==> src/rtl/attn_ser_pkg.sv <==
package attn_ser_pkg;

    typedef enum logic [2:0] {
        PH_IDLE   = 3'd0,
        PH_LOW    = 3'd1,
        PH_HIGH   = 3'd2,
        PH_LSETUP = 3'd3,
        PH_LPULSE = 3'd4,
        PH_GAP    = 3'd5
    } phase_e;

    typedef struct packed {
        logic sck;
        logic sdat;
        logic le;
    } link_pins_t;

    // Nanoseconds to whole clock cycles, rounded up, never below one.
    function automatic int ns_to_cyc(input int ns, input int clk_ns);
        int c;
        c = (ns + clk_ns - 1) / clk_ns;
        return (c < 1) ? 1 : c;
    endfunction

    function automatic int max2(input int a, input int b);
        return (a > b) ? a : b;
    endfunction

endpackage

==> src/rtl/attn_ser_cnt.sv <==
module attn_ser_cnt #(
    parameter int CW = 8
) (
    input  logic          clk,
    input  logic          rst,
    input  logic          clr,
    input  logic [CW-1:0] limit,
    output logic          last
);
    logic [CW-1:0] cnt_q;

    always_ff @(posedge clk) begin
        if (rst || clr) cnt_q <= '0;
        else            cnt_q <= cnt_q + 1'b1;
    end

    assign last = (cnt_q == limit);
endmodule

==> src/rtl/attn_ser_shreg.sv <==
module attn_ser_shreg #(
    parameter int W = 7
) (
    input  logic         clk,
    input  logic         rst,
    input  logic         load,
    input  logic [W-1:0] word,
    input  logic         shift,
    output logic         following,
    output logic         last_bit
);
    localparam int RW = $clog2(W + 1);

    logic [W-1:0]  sr_q;
    logic [RW-1:0] remain_q;

    always_ff @(posedge clk) begin
        if (rst) begin
            sr_q     <= '0;
            remain_q <= '0;
        end else if (load) begin
            sr_q     <= word;
            remain_q <= RW'(W);
        end else if (shift) begin
            sr_q     <= {sr_q[W-2:0], 1'b0};
            remain_q <= remain_q - 1'b1;
        end
    end

    assign following = sr_q[W-2];
    assign last_bit  = (remain_q == RW'(1));

    AST_REMAIN_RANGE: assert property (@(posedge clk) disable iff (rst)
        shift |-> (remain_q > RW'(1)))
        else $error("shift past last bit");
endmodule

==> src/rtl/attn_ser_master.sv <==
module attn_ser_master
    import attn_ser_pkg::*;
#(
    parameter int CODE_W      = 7,
    parameter int CLK_NS      = 4,
    parameter int SCK_MIN_NS  = 70,
    parameter int SETUP_NS    = 15,
    parameter int HOLD_NS     = 20,
    parameter int LE_SETUP_NS = 15,
    parameter int LE_WIDTH_NS = 10,
    parameter int LE_GAP_NS   = 630
) (
    input  logic              clk,
    input  logic              rst,
    input  logic              start_i,
    input  logic [CODE_W-1:0] code_i,
    output logic              sck_o,
    output logic              sdat_o,
    output logic              le_o,
    output logic              busy_o,
    output logic              done_o
);
    localparam int HALF_C = ns_to_cyc((SCK_MIN_NS + 1) / 2, CLK_NS);
    localparam int LO_C   = max2(ns_to_cyc(SETUP_NS, CLK_NS), HALF_C);
    localparam int HI_C   = max2(ns_to_cyc(HOLD_NS, CLK_NS), HALF_C);
    localparam int LES_C  = ns_to_cyc(LE_SETUP_NS, CLK_NS);
    localparam int LEW_C  = ns_to_cyc(LE_WIDTH_NS, CLK_NS);
    localparam int GAP_C  = ns_to_cyc(LE_GAP_NS, CLK_NS);
    localparam int MAX_C  = max2(max2(max2(LO_C, HI_C), max2(LES_C, LEW_C)), GAP_C);
    localparam int CW     = $clog2(MAX_C + 1);
    localparam int GW     = $clog2(GAP_C + 1);

    phase_e        phase_q;
    link_pins_t    pins_q;
    logic          busy_q;
    logic          done_q;
    logic          ph_last;
    logic          cnt_clr;
    logic [CW-1:0] ph_limit;
    logic          sh_load;
    logic          sh_shift;
    logic          sh_follow;
    logic          sh_last;

    // Phase length selection
    always_comb begin
        case (phase_q)
            PH_LOW:    ph_limit = CW'(LO_C - 1);
            PH_HIGH:   ph_limit = CW'(HI_C - 1);
            PH_LSETUP: ph_limit = CW'(LES_C - 1);
            PH_LPULSE: ph_limit = CW'(LEW_C - 1);
            PH_GAP:    ph_limit = CW'(GAP_C - 1);
            default:   ph_limit = '0;
        endcase
    end

    assign cnt_clr  = (phase_q == PH_IDLE) || ph_last;
    assign sh_load  = (phase_q == PH_IDLE) && start_i;
    assign sh_shift = (phase_q == PH_HIGH) && ph_last && !sh_last;

    attn_ser_cnt #(.CW(CW)) u_cnt (
        .clk   (clk),
        .rst   (rst),
        .clr   (cnt_clr),
        .limit (ph_limit),
        .last  (ph_last)
    );

    attn_ser_shreg #(.W(CODE_W)) u_shreg (
        .clk       (clk),
        .rst       (rst),
        .load      (sh_load),
        .word      (code_i),
        .shift     (sh_shift),
        .following (sh_follow),
        .last_bit  (sh_last)
    );

    // Sequencer: all link pins come straight from flops
    always_ff @(posedge clk) begin
        if (rst) begin
            phase_q <= PH_IDLE;
            pins_q  <= '0;
            busy_q  <= 1'b0;
            done_q  <= 1'b0;
        end else begin
            done_q <= 1'b0;
            case (phase_q)
                PH_IDLE: begin
                    if (start_i) begin
                        phase_q     <= PH_LOW;
                        pins_q.sdat <= code_i[CODE_W-1];
                        busy_q      <= 1'b1;
                    end
                end
                PH_LOW: begin
                    if (ph_last) begin
                        phase_q    <= PH_HIGH;
                        pins_q.sck <= 1'b1;
                    end
                end
                PH_HIGH: begin
                    if (ph_last) begin
                        pins_q.sck <= 1'b0;
                        if (sh_last) begin
                            phase_q     <= PH_LSETUP;
                            pins_q.sdat <= 1'b0;
                        end else begin
                            phase_q     <= PH_LOW;
                            pins_q.sdat <= sh_follow;
                        end
                    end
                end
                PH_LSETUP: begin
                    if (ph_last) begin
                        phase_q   <= PH_LPULSE;
                        pins_q.le <= 1'b1;
                    end
                end
                PH_LPULSE: begin
                    if (ph_last) begin
                        phase_q   <= PH_GAP;
                        pins_q.le <= 1'b0;
                        done_q    <= 1'b1;
                    end
                end
                PH_GAP: begin
                    if (ph_last) begin
                        phase_q <= PH_IDLE;
                        busy_q  <= 1'b0;
                    end
                end
                default: phase_q <= PH_IDLE;
            endcase
        end
    end

    assign sck_o  = pins_q.sck;
    assign sdat_o = pins_q.sdat;
    assign le_o   = pins_q.le;
    assign busy_o = busy_q;
    assign done_o = done_q;

    // Cycles the latch strobe has been low, saturating at the gap length
    logic [GW-1:0] le_low_q;
    always_ff @(posedge clk) begin
        if (rst)                      le_low_q <= GW'(GAP_C);
        else if (le_o)                le_low_q <= '0;
        else if (le_low_q != GW'(GAP_C)) le_low_q <= le_low_q + 1'b1;
    end

    AST_LE_SPACING: assert property (@(posedge clk) disable iff (rst)
        $rose(le_o) |-> (le_low_q == GW'(GAP_C)))
        else $error("latch pulses too close");
    AST_LE_LOW_AT_SCK: assert property (@(posedge clk) disable iff (rst)
        sck_o |-> !le_o)
        else $error("latch high while clocking");
    AST_DATA_HOLD: assert property (@(posedge clk) disable iff (rst)
        (sck_o && $past(sck_o)) |-> $stable(sdat_o))
        else $error("data moved in high phase");
    AST_DATA_SETUP: assert property (@(posedge clk) disable iff (rst)
        $rose(sck_o) |-> $stable(sdat_o))
        else $error("data moved at rising edge");
    AST_DONE_SINGLE: assert property (@(posedge clk) disable iff (rst)
        done_o |=> !done_o)
        else $error("done longer than one cycle");
    AST_DONE_AT_LE_FALL: assert property (@(posedge clk) disable iff (rst)
        $fell(le_o) |-> done_o)
        else $error("no done at latch end");
    AST_IDLE_QUIET: assert property (@(posedge clk) disable iff (rst)
        !busy_o |-> (!sck_o && !sdat_o && !le_o && !done_o))
        else $error("idle pins not low");
endmodule

==> config.mk <==
export PLATFORM = sky130hd
export DESIGN_NAME = attn_ser_master
export DESIGN_NICKNAME = d
export VERILOG_FILES = /design/src/rtl/attn_ser_pkg.sv /design/src/rtl/attn_ser_cnt.sv /design/src/rtl/attn_ser_shreg.sv /design/src/rtl/attn_ser_master.sv
export SDC_FILE = /design/constraint.sdc
export NUM_CORES = 1
export LEC_CHECK = 0
export CAP_MARGIN = 20
export CORE_AREA = 2 2 58 60
export DETAILED_ROUTE_END_ITERATION = 12
export DIE_AREA = 0 0 60 62
export PLACE_DENSITY_LB_ADDON = 0.08
export SLEW_MARGIN = 20
export SYNTH_ARGS = -nofsm -noshare
export SYNTH_HDL_FRONTEND = slang
export SYNTH_SLANG_ARGS = --single-unit
==> constraint.sdc <==
create_clock -name clk -period 2.48 [get_ports clk]
set_input_delay 0.248 -clock clk [delete_from_list [all_inputs] [get_ports clk]]
set_output_delay 0.248 -clock clk [all_outputs]
set_load 0.01 [all_outputs]
# Word level (Yosys, flattened, before mapping)
# Index checks and enable logic that the tools add are counted.
dict set report totals {
  word_cells 68
  regBits 25
  output_inout_bits 5
  inputBits 10
}
dict set report classes {
  addsub 2
  n_reduce_logical 19
  bitwise_logic 1
  eq_ne 13
  muxes 24
}
# cell n
set ops {}
lappend ops {{8-bit case mux with 4 select lines} 1}
lappend ops {{3-bit two-way mux} 8}
lappend ops {{3-bit case mux with 6 select lines} 1}
lappend ops {{6-bit two-way mux} 2}
lappend ops {{2-bit inequality test (second input constant)} 6}
lappend ops {{3-bit AND reduction} 4}
lappend ops {{2-bit nonzero test} 5}
lappend ops {{8-bit by 1-bit adder with 8-bit output (second input constant)} 1}
lappend ops {{8-bit == test} 1}
lappend ops {{1-bit case mux with 2 select lines} 4}
lappend ops {{3-bit by 1-bit == test with 1-bit output (second input constant)} 2}
lappend ops {{3-bit by 2-bit == test with 1-bit output (second input constant)} 2}
lappend ops {{3-bit == test (second input constant)} 2}
lappend ops {{1-bit two-way mux} 6}
lappend ops {{6-bit AND reduction} 1}
lappend ops {{2-bit two-way mux} 2}
lappend ops {{2-bit OR reduction} 2}
lappend ops {{1-bit logical AND} 3}
lappend ops {{3-bit logical NOT} 1}
lappend ops {{3-bit by 1-bit subtractor with 3-bit output (second input constant)} 1}
lappend ops {{1-bit logical OR} 2}
lappend ops {{1-bit logical NOT} 1}
lappend ops {{1-bit inverter} 1}

# Longest topological paths before layout
# Gate-level depths: netlist of the first run.
dict set report depth {
  ltp_word 8
  ltp_mapped 8
}

# Hierarchy
# From an unflattened synthesis of the first run, not the netlist that was laid out.
dict set report unflattened {
  hier_cells 151
  hier_area_um2 1391.3
}
# mod area_each_um2 instances cells_per_inst seq_area_each_um2
set by_module_without_submodules {}
lappend by_module_without_submodules {attn_ser_master 531.8 1 60 160.2}
lappend by_module_without_submodules {attn_ser_shreg 454.2 1 44 180.2}
lappend by_module_without_submodules {attn_ser_cnt 405.4 1 47 160.2}

# Worst setup path before layout of the first run
# Ideal clock, no wire load.
dict set report synth_path {
  path_kind {register -> register}
  from {register phase_q[1]}
  to {register u_shreg.sr_q[2]}
  setup_time_ns 0.119
  synth_period_minus_slack_ns 1.745
  slack_ns 0.735
  stages_incl_launch_ff 8
  path_buffers 2
  arrival_ns 1.627
  required_time_ns 2.361
  cell_sequence {dfxtp_1 > buf_6 > nor4bb_1 > or4_4 > nand3_2 > or2_1 > buf_4 > o221a_2}
}
dict set report synth_between {
  elab_chain_cells 7
  elab_cells_between_ends 14
  classes_between {eq/ne: 6; mux: 2; reduce/logical: 6}
}
# item line_no
set synth_lines {}
lappend synth_lines {{start: declaration} attn_ser_master.sv:33} ;# phase_e phase_q;
lappend synth_lines {{start signal: assignment} attn_ser_master.sv:82} ;# phase_q <= PH_IDLE;
lappend synth_lines {{start signal: assignment} attn_ser_master.sv:91} ;# phase_q <= PH_LOW;
lappend synth_lines {{start signal: assignment} attn_ser_master.sv:98} ;# phase_q <= PH_HIGH;
lappend synth_lines {{3-bit by 2-bit == test with 1-bit output / 3-bit by 1-bit == test with 1-bit output (equally long branches)} {attn_ser_master.sv:47, attn_ser_master.sv:59}}
lappend synth_lines {{2-bit OR reduction (no source line)} n/a}
lappend synth_lines {{8-bit case mux with 4 select lines} attn_ser_master.sv:47} ;# case (phase_q)
lappend synth_lines {{8-bit == test} attn_ser_cnt.sv:17} ;# assign last = (cnt_q == limit);
lappend synth_lines {{1-bit logical AND (2 in a row)} attn_ser_master.sv:59} ;# assign sh_shift = (phase_q == PH_HIGH) && ph_last && !sh_last;
lappend synth_lines {{2-bit nonzero test (no source line)} n/a}
lappend synth_lines {{end signal: assignment} attn_ser_shreg.sv:22} ;# sr_q <= word;
lappend synth_lines {{end signal: assignment} attn_ser_shreg.sv:25} ;# sr_q <= {sr_q[W-2:0], 1'b0};
lappend synth_lines {{end: declaration} attn_ser_shreg.sv:14} ;# logic [W-1:0] sr_q;
# Parallel ways exist; a longest one is shown, timed or not.
# A chain may end at the register's enable or synchronous reset.

# Worst setup path in the final report of the first run
dict set report layout_path {
  from {register phase_q[2]}
  to {register u_shreg.sr_q[4]}
}
# The elaborated chain is that of the path after synthesis.

==> impl_metrics.tcl, run 1 <==
set metrics [dict create \
    yosys_warnings 0 \
    seqPwrFrac_pct 49.4 \
    cpMaxStageDelayCell "dfxtp_1" \
    nets 196 \
    grt_max_degree 20 \
    drive_gt1_share_pct 15.4 \
    grt_first_pass_wirelength_mm 5.39 \
    synthAdderAreaFrac_pct 2.55 \
    track_usage_pct 19.1 \
    cp.required_ns 2.72 \
    crit_path_start_kind "register" \
    ys_ff_latch 25 \
    synth_top_family_by_area "simple AND/OR/NAND/NOR gates" \
    grt-ovfl-total 0 \
    tritoncts "yes" \
    ios 15 \
    slew_violations 0 \
    ant_nets 0 \
    avgSynthCellArea_um2 8.61 \
    crit_family "simple AND/OR/NAND/NOR gates" \
    p_leak_uw 0.000605 \
    drt_iter0_drc 49 \
    synth-simple-area-share_pct 27.7 \
    clkLatencyLatePin_ns 0.33 \
    dp_hpwl_mm 2.36 \
    preCtsSetupSlack_ns 0.131 \
    power_frac_clock_pct 19.2 \
    rrSetupSlack_ns 0.28 \
    finalHoldViolations 0 \
    avgRoutedWirePerCell_um 14.2 \
    wirelength_mm 3.23 \
    ys_seq_area_share_pct 34.0 \
    rsz0062_at_grt "false" \
    synthArstFlopShare_pct 0 \
    antenna_found_initial 0 \
    cts-buffers-inserted 3 \
    crit_chain "nor3b_2 > o21a_1 > o211ai_2 > or2_1 > o221a_2" \
    max_cap_viol_count 0 \
    via_count 1305 \
    slew_headroom_pct 63.4 \
    critPathBufInv 0 \
    fin_crit_ns 2.20 \
    setup_tns_ns 0 \
    start_util_pct 46.3 \
    critPathMaxStageDelay_ns 0.59 \
    p_sw_uw 347 \
    crit_type "reg -> reg" \
    clk_pin_slew_ns 0.15 \
    syn_area_mm2 0.00147 \
    synth_edf_count 0 \
    synthFlopType "dfxtp_1" \
    switching_share_pct 34.6 \
    arrival_ns 2.44 \
    die_y_um 62 \
    grt_pass1_vias 1151 \
    synthXorXnorAreaFrac_pct 3.57 \
    cts_setup_buffers 0 \
    root_buffer "clkbuf_4" \
    fin_worst_skew_ns 0.00956 \
    fin_crit_sh_pct 88.6 \
    ys_top_cells_by_count "dfxtp_1, nor2_1, clkbuf_1, nand2_1" \
    dieArea_mm2 0.00372 \
    setup_violations 0 \
    cts-htree-levels 1 \
    drt_pass1_iterations 4 \
    synthTopCellsByArea "dfxtp_1, nor2_1, o221a_2" \
    area_delta_synth_final_pct 13.8 \
    intPower_uw 656 \
    die_x_um 60 \
    muxShareOfSynthArea_pct 2.97 \
    num_rows 21 \
    cp-end-kind "register" \
    worstMarginPinSlew_ns 0.548 \
    syn-instance-count 171 \
    syn-num-nets 184 \
    hold-worst-slack_ns 0.470 \
    synth_top_area_cell "dfxtp_1" \
    power.density_mw_per_mm2 598 \
    gp_congestion 0.747 \
    drc_errors 0 \
    outcome "completed" \
    diodes 0 \
    core_mm2 0.00318 \
    layout_setup_ws_ns 0.283 \
    portBuffers 14 \
    ir_worst_vdd_v 0.000249 \
    yosysUniqueCellTypes 56 \
    cp_max_fo 12 \
    synth_most_common_cell "dfxtp_1" \
    cts_num_sinks 25 \
    synth_compound_area_share_pct 22.9 \
    routed_via_density 5.72 \
    hp-class "reg -> reg" \
    clockBufferDepth 2 \
    max_freq_ghz 0.455 \
    pwr-share-comb_pct 31.4 \
    synth_top_cell_area_share_pct 34.0 \
]
flip-flops by register name (all words and copies together), names as in the netlist:
register,cells
busy_o,1
u_shreg.remain_q,3
done_o,1
sck_o,1
u_shreg.sr_q,6
phase_q,3
le_o,1
u_cnt.cnt_q,8
sdat_o,1
path summary, 6_finish.rpt:
kind | startpoint | to | cells after the start
max | phase_q[2] | u_shreg.sr_q[4] | 5
min | sdat_o | sdat_o | 2
max reg2reg | phase_q[2] | u_shreg.sr_q[4] | 5
min reg2reg | sdat_o | sdat_o | 2
kinds of logic after synthesis:
logic type	after synthesis
and+or+nand+nor	73
adders and majority gates	3
AOI/OAI and AO/OA	42
buffers and inverters	19
muxes	3
DFF	25
xor gates and xnor gates	6
cell usage in the layout, fill, tap and decap left out, types with 6 or more instances in the layout:
cell,count
o21ai_0,7
buf_4,6
nor2_1,24
nand2_1,8
inv_1,6
nor3_1,7
dfxtp_1,24
clkdlybuf4s50_1,14
nand3_1,7
power groups by stage:
stage / combinational, uW / clock [uW] / sequential, uW
global route: 352 / 221 / 504
global placement: 309 / 0 / 501
detailed placement: 312 / 0 / 504
finish: 315 / 193 / 495
floorplan: 258 / 0 / 476
CTS: 315 / 200 / 495
area by class of cell:
type | instances | area, um2
clock inverter | 1 | 7.51
multi-input combinational | 127 | 880
sequential | 25 | 502
clock buffer | 3 | 22.5
inverter | 6 | 22.5
tap | 46 | 57.6
timing repair buffer | 20 | 185
fill | 310 | 1500
worst reg2reg max path, cell delays in order (launching register included):
cell	delay [ns]
dfxtp_1	0.59
nor3b_2	0.34
o21a_1	0.21
o211ai_2	0.26
or2_1	0.42
o221a_2	0.30
timing repair:
| action | CTS | global route |
|---|---|---|
| endpoints found under the setup margin | 0 | 3 |
| gates resized for setup | 0 | 1 |
| hold buffers | 0 | 0 |
layer usage:
metal  track usage (%)  wire [um]  up-vias
li1                  -          -      652
met1              25.3       1560      616
met2              32.1       1510       33
met3              3.11        130        4
met4              5.71         32        0
met5                 0          0        -
metrics by stage:
step | utilization, % | total power, uW | area (um2) | cells
2_1_floorplan | - | 734 | 1470 | 171
3_3_place_gp | 51.8 | 810 | 1650 | 224
3_5_place_dp | 51.8 | 817 | 1650 | 224
4_1_cts | 52.7 | 1010 | 1680 | 228
5_1_grt | 52.7 | 1080 | 1680 | 228
6_report | 52.7 | 1000 | 1680 | 228
(Power assumes the default switching activity.)
==> run 2, diff against run 1 <==
--- a/config.mk
+++ b/config.mk
@@ -6,9 +6,11 @@
 export NUM_CORES = 1
 export LEC_CHECK = 0
 export CAP_MARGIN = 20
-export CORE_AREA = 2 2 58 60
+export CELL_PAD_IN_SITES_DETAIL_PLACEMENT = 0
+export CELL_PAD_IN_SITES_GLOBAL_PLACEMENT = 1
+export CORE_AREA = 2 2 54 76
 export DETAILED_ROUTE_END_ITERATION = 12
-export DIE_AREA = 0 0 60 62
+export DIE_AREA = 0 0 56 78
 export PLACE_DENSITY_LB_ADDON = 0.08
 export SLEW_MARGIN = 20
 export SYNTH_ARGS = -nofsm -noshare
==> run 2 against run 1 <==
Compared with the run above:
- first-iteration DRC count fell by 16%
- sequential share of layout area fell by 0.12 points
- sequential power fell by 1%
- power rose by 6.0%
- worst hold slack got worse by 0.0029 ns
- wire length rose by 6.3%
- worst setup slack got worse by 0.044 ns
- non-clock buffer count fell by 1
- die area rose by 17%
- cell count fell by 2.2%
- utilization fell by 6.6 points
- clock skew fell by 0.0046 ns
- critical path type unchanged
- highest routed layer unchanged
==> impl_metrics.tcl, run 2 (synthesis results as in run 1) <==
set metrics [dict create \
    crit_family "simple AND/OR/NAND/NOR gates" \
    grt-ovfl-total 0 \
    ios 15 \
    core_mm2 0.00364 \
    track_usage_pct 16.8 \
    cpMaxStageDelayCell "dfxtp_1" \
    critPathMaxStageDelay_ns 0.57 \
    diodes 0 \
    drive_gt1_share_pct 14.4 \
    area_delta_synth_final_pct 14.0 \
    slew_headroom_pct 62.0 \
    arrival_ns 2.41 \
    seq_area_um2 500 \
    grt_pass1_vias 1272 \
    drt_pass1_iterations 4 \
    fin_cells 223 \
    cp-end-kind "register" \
    p_leak_uw 0.000612 \
    ir_worst_vdd_v 0.000307 \
    grt_max_degree 17 \
    final_common_cell "dfxtp_1" \
    gp_congestion 0.764 \
    routed_via_density 5.93 \
    dp_cells 219 \
    outcome "completed" \
    antenna_found_initial 0 \
    cts_setup_buffers 0 \
    cts-buffers-inserted 3 \
    fin_crit_ns 2.24 \
    die_y_um 78 \
    drt_iter0_drc 41 \
    largestRegisters "u_cnt.cnt_q (8), u_shreg.sr_q (6)" \
    preCtsSetupSlack_ns 0.294 \
    critPathBufInv 0 \
    fill_cells 377 \
    setup_violations 0 \
    crit_chain "nor3b_2 > o21a_1 > o211ai_2 > or2_1 > o221a_2" \
    cts_num_sinks 25 \
    crit_type "reg -> reg" \
    grt_first_pass_wirelength_mm 5.91 \
    cp.required_ns 2.65 \
    num_rows 26 \
    via_count 1322 \
    nets 195 \
    ant_nets 0 \
    root_buffer "clkbuf_8" \
    dieArea_mm2 0.00437 \
    cts_resized 0 \
    die_x_um 56 \
    layout_common_cells "dfxtp_1, nor2_1, clkdlybuf4s50_1, nand2_1" \
    setup_tns_ns 0 \
    tritoncts "yes" \
    max_freq_ghz 0.446 \
    crit_path_start_kind "register" \
    drc_errors 0 \
    avgRoutedWirePerCell_um 15.4 \
    layout_setup_ws_ns 0.239 \
    slew_violations 0 \
    finalHoldViolations 0 \
    rsz0062_at_grt "false" \
    max_cap_viol_count 0 \
    fin_crit_sh_pct 90.4 \
    start_util_pct 40.4 \
    clkLatencyLatePin_ns 0.27 \
    cts-htree-levels 1 \
    postCtsHoldBufs 0 \
    wirelength_mm 3.44 \
    largest_reg_flops 8 \
    fin_worst_skew_ns 0.00497 \
    regMostFlops "u_cnt.cnt_q" \
    clk_pin_slew_ns 0.09 \
    multi_input_area_um2 880 \
    portBuffers 14 \
    clockBufferDepth 2 \
    worstMarginPinSlew_ns 0.569 \
    dp_hpwl_mm 2.48 \
    cp_max_fo 13 \
    power.density_mw_per_mm2 634 \
    hp-class "reg -> reg" \
]
[run 2: changes by cell type in the layout (fill, tap and decap cells not counted), sizes merged]
cell | before | now
clkinv | 0 | 1
buf | 6 | 5
clkinvlp | 1 | 0
[run 2: metrics by stage]
| stage | hold WS [ns] | util, % | area [um2] | power (uW) |
|---|---|---|---|---|
| 6_report | 0.467 | 46.1 | 1680 | 1060 |
| 5_1_grt | 0.510 | 46.1 | 1680 | 1140 |
| 4_1_cts | 0.477 | 46.1 | 1680 | 1070 |
| 3_5_place_dp | 0.464 | 44.8 | 1630 | 823 |
| 3_3_place_gp | 0.446 | 44.8 | 1630 | 820 |
| 2_1_floorplan | 0.476 | - | 1470 | 734 |
[run 2: routing by layer]
metal  wire length, um  GRT usage (%)
met2              1710           28.9
met3               139           2.67
met1              1520           20.7
met5                 0              0
met4                69           6.67
[run 2: worst paths after layout]
path | slack (ns) | cells after the start | end | startpoint
min | 0.47 | 2 | sdat_o | sdat_o
max reg2reg | 0.24 | 5 | u_shreg.sr_q[5] | phase_q[2]
min reg2reg | 0.47 | 2 | sdat_o | sdat_o
max | 0.24 | 5 | u_shreg.sr_q[5] | phase_q[2]
[run 2: final cells by class]
cell class              instances  area share [%]
clock buffers                   3            2.46
clock inverters                 1           0.298
inverters                       6            1.34
multi-input cells             127            52.4
flip-flops and latches         25            29.8
well taps                      42            3.13
repair buffers                 19            10.6
[run 2: tightest hold or removal path, delay by kind of cell (launching register included)]
| kind | cells | cell delay [ns] |
|---|---|---|
| AND/OR/NAND/NOR | 1 | 0.05 |
| flip-flops | 1 | 0.32 |
| multiplexers | 1 | 0.05 |
[run 2: report_power, final]
part           switching (uW)  total [uW]  internal, uW  leakage (uW)
clock network             135         247           113     0.0000255
logic                     179         329           151      0.000382
registers                42.1         488           446      0.000205
total                     355        1060           709      0.000612
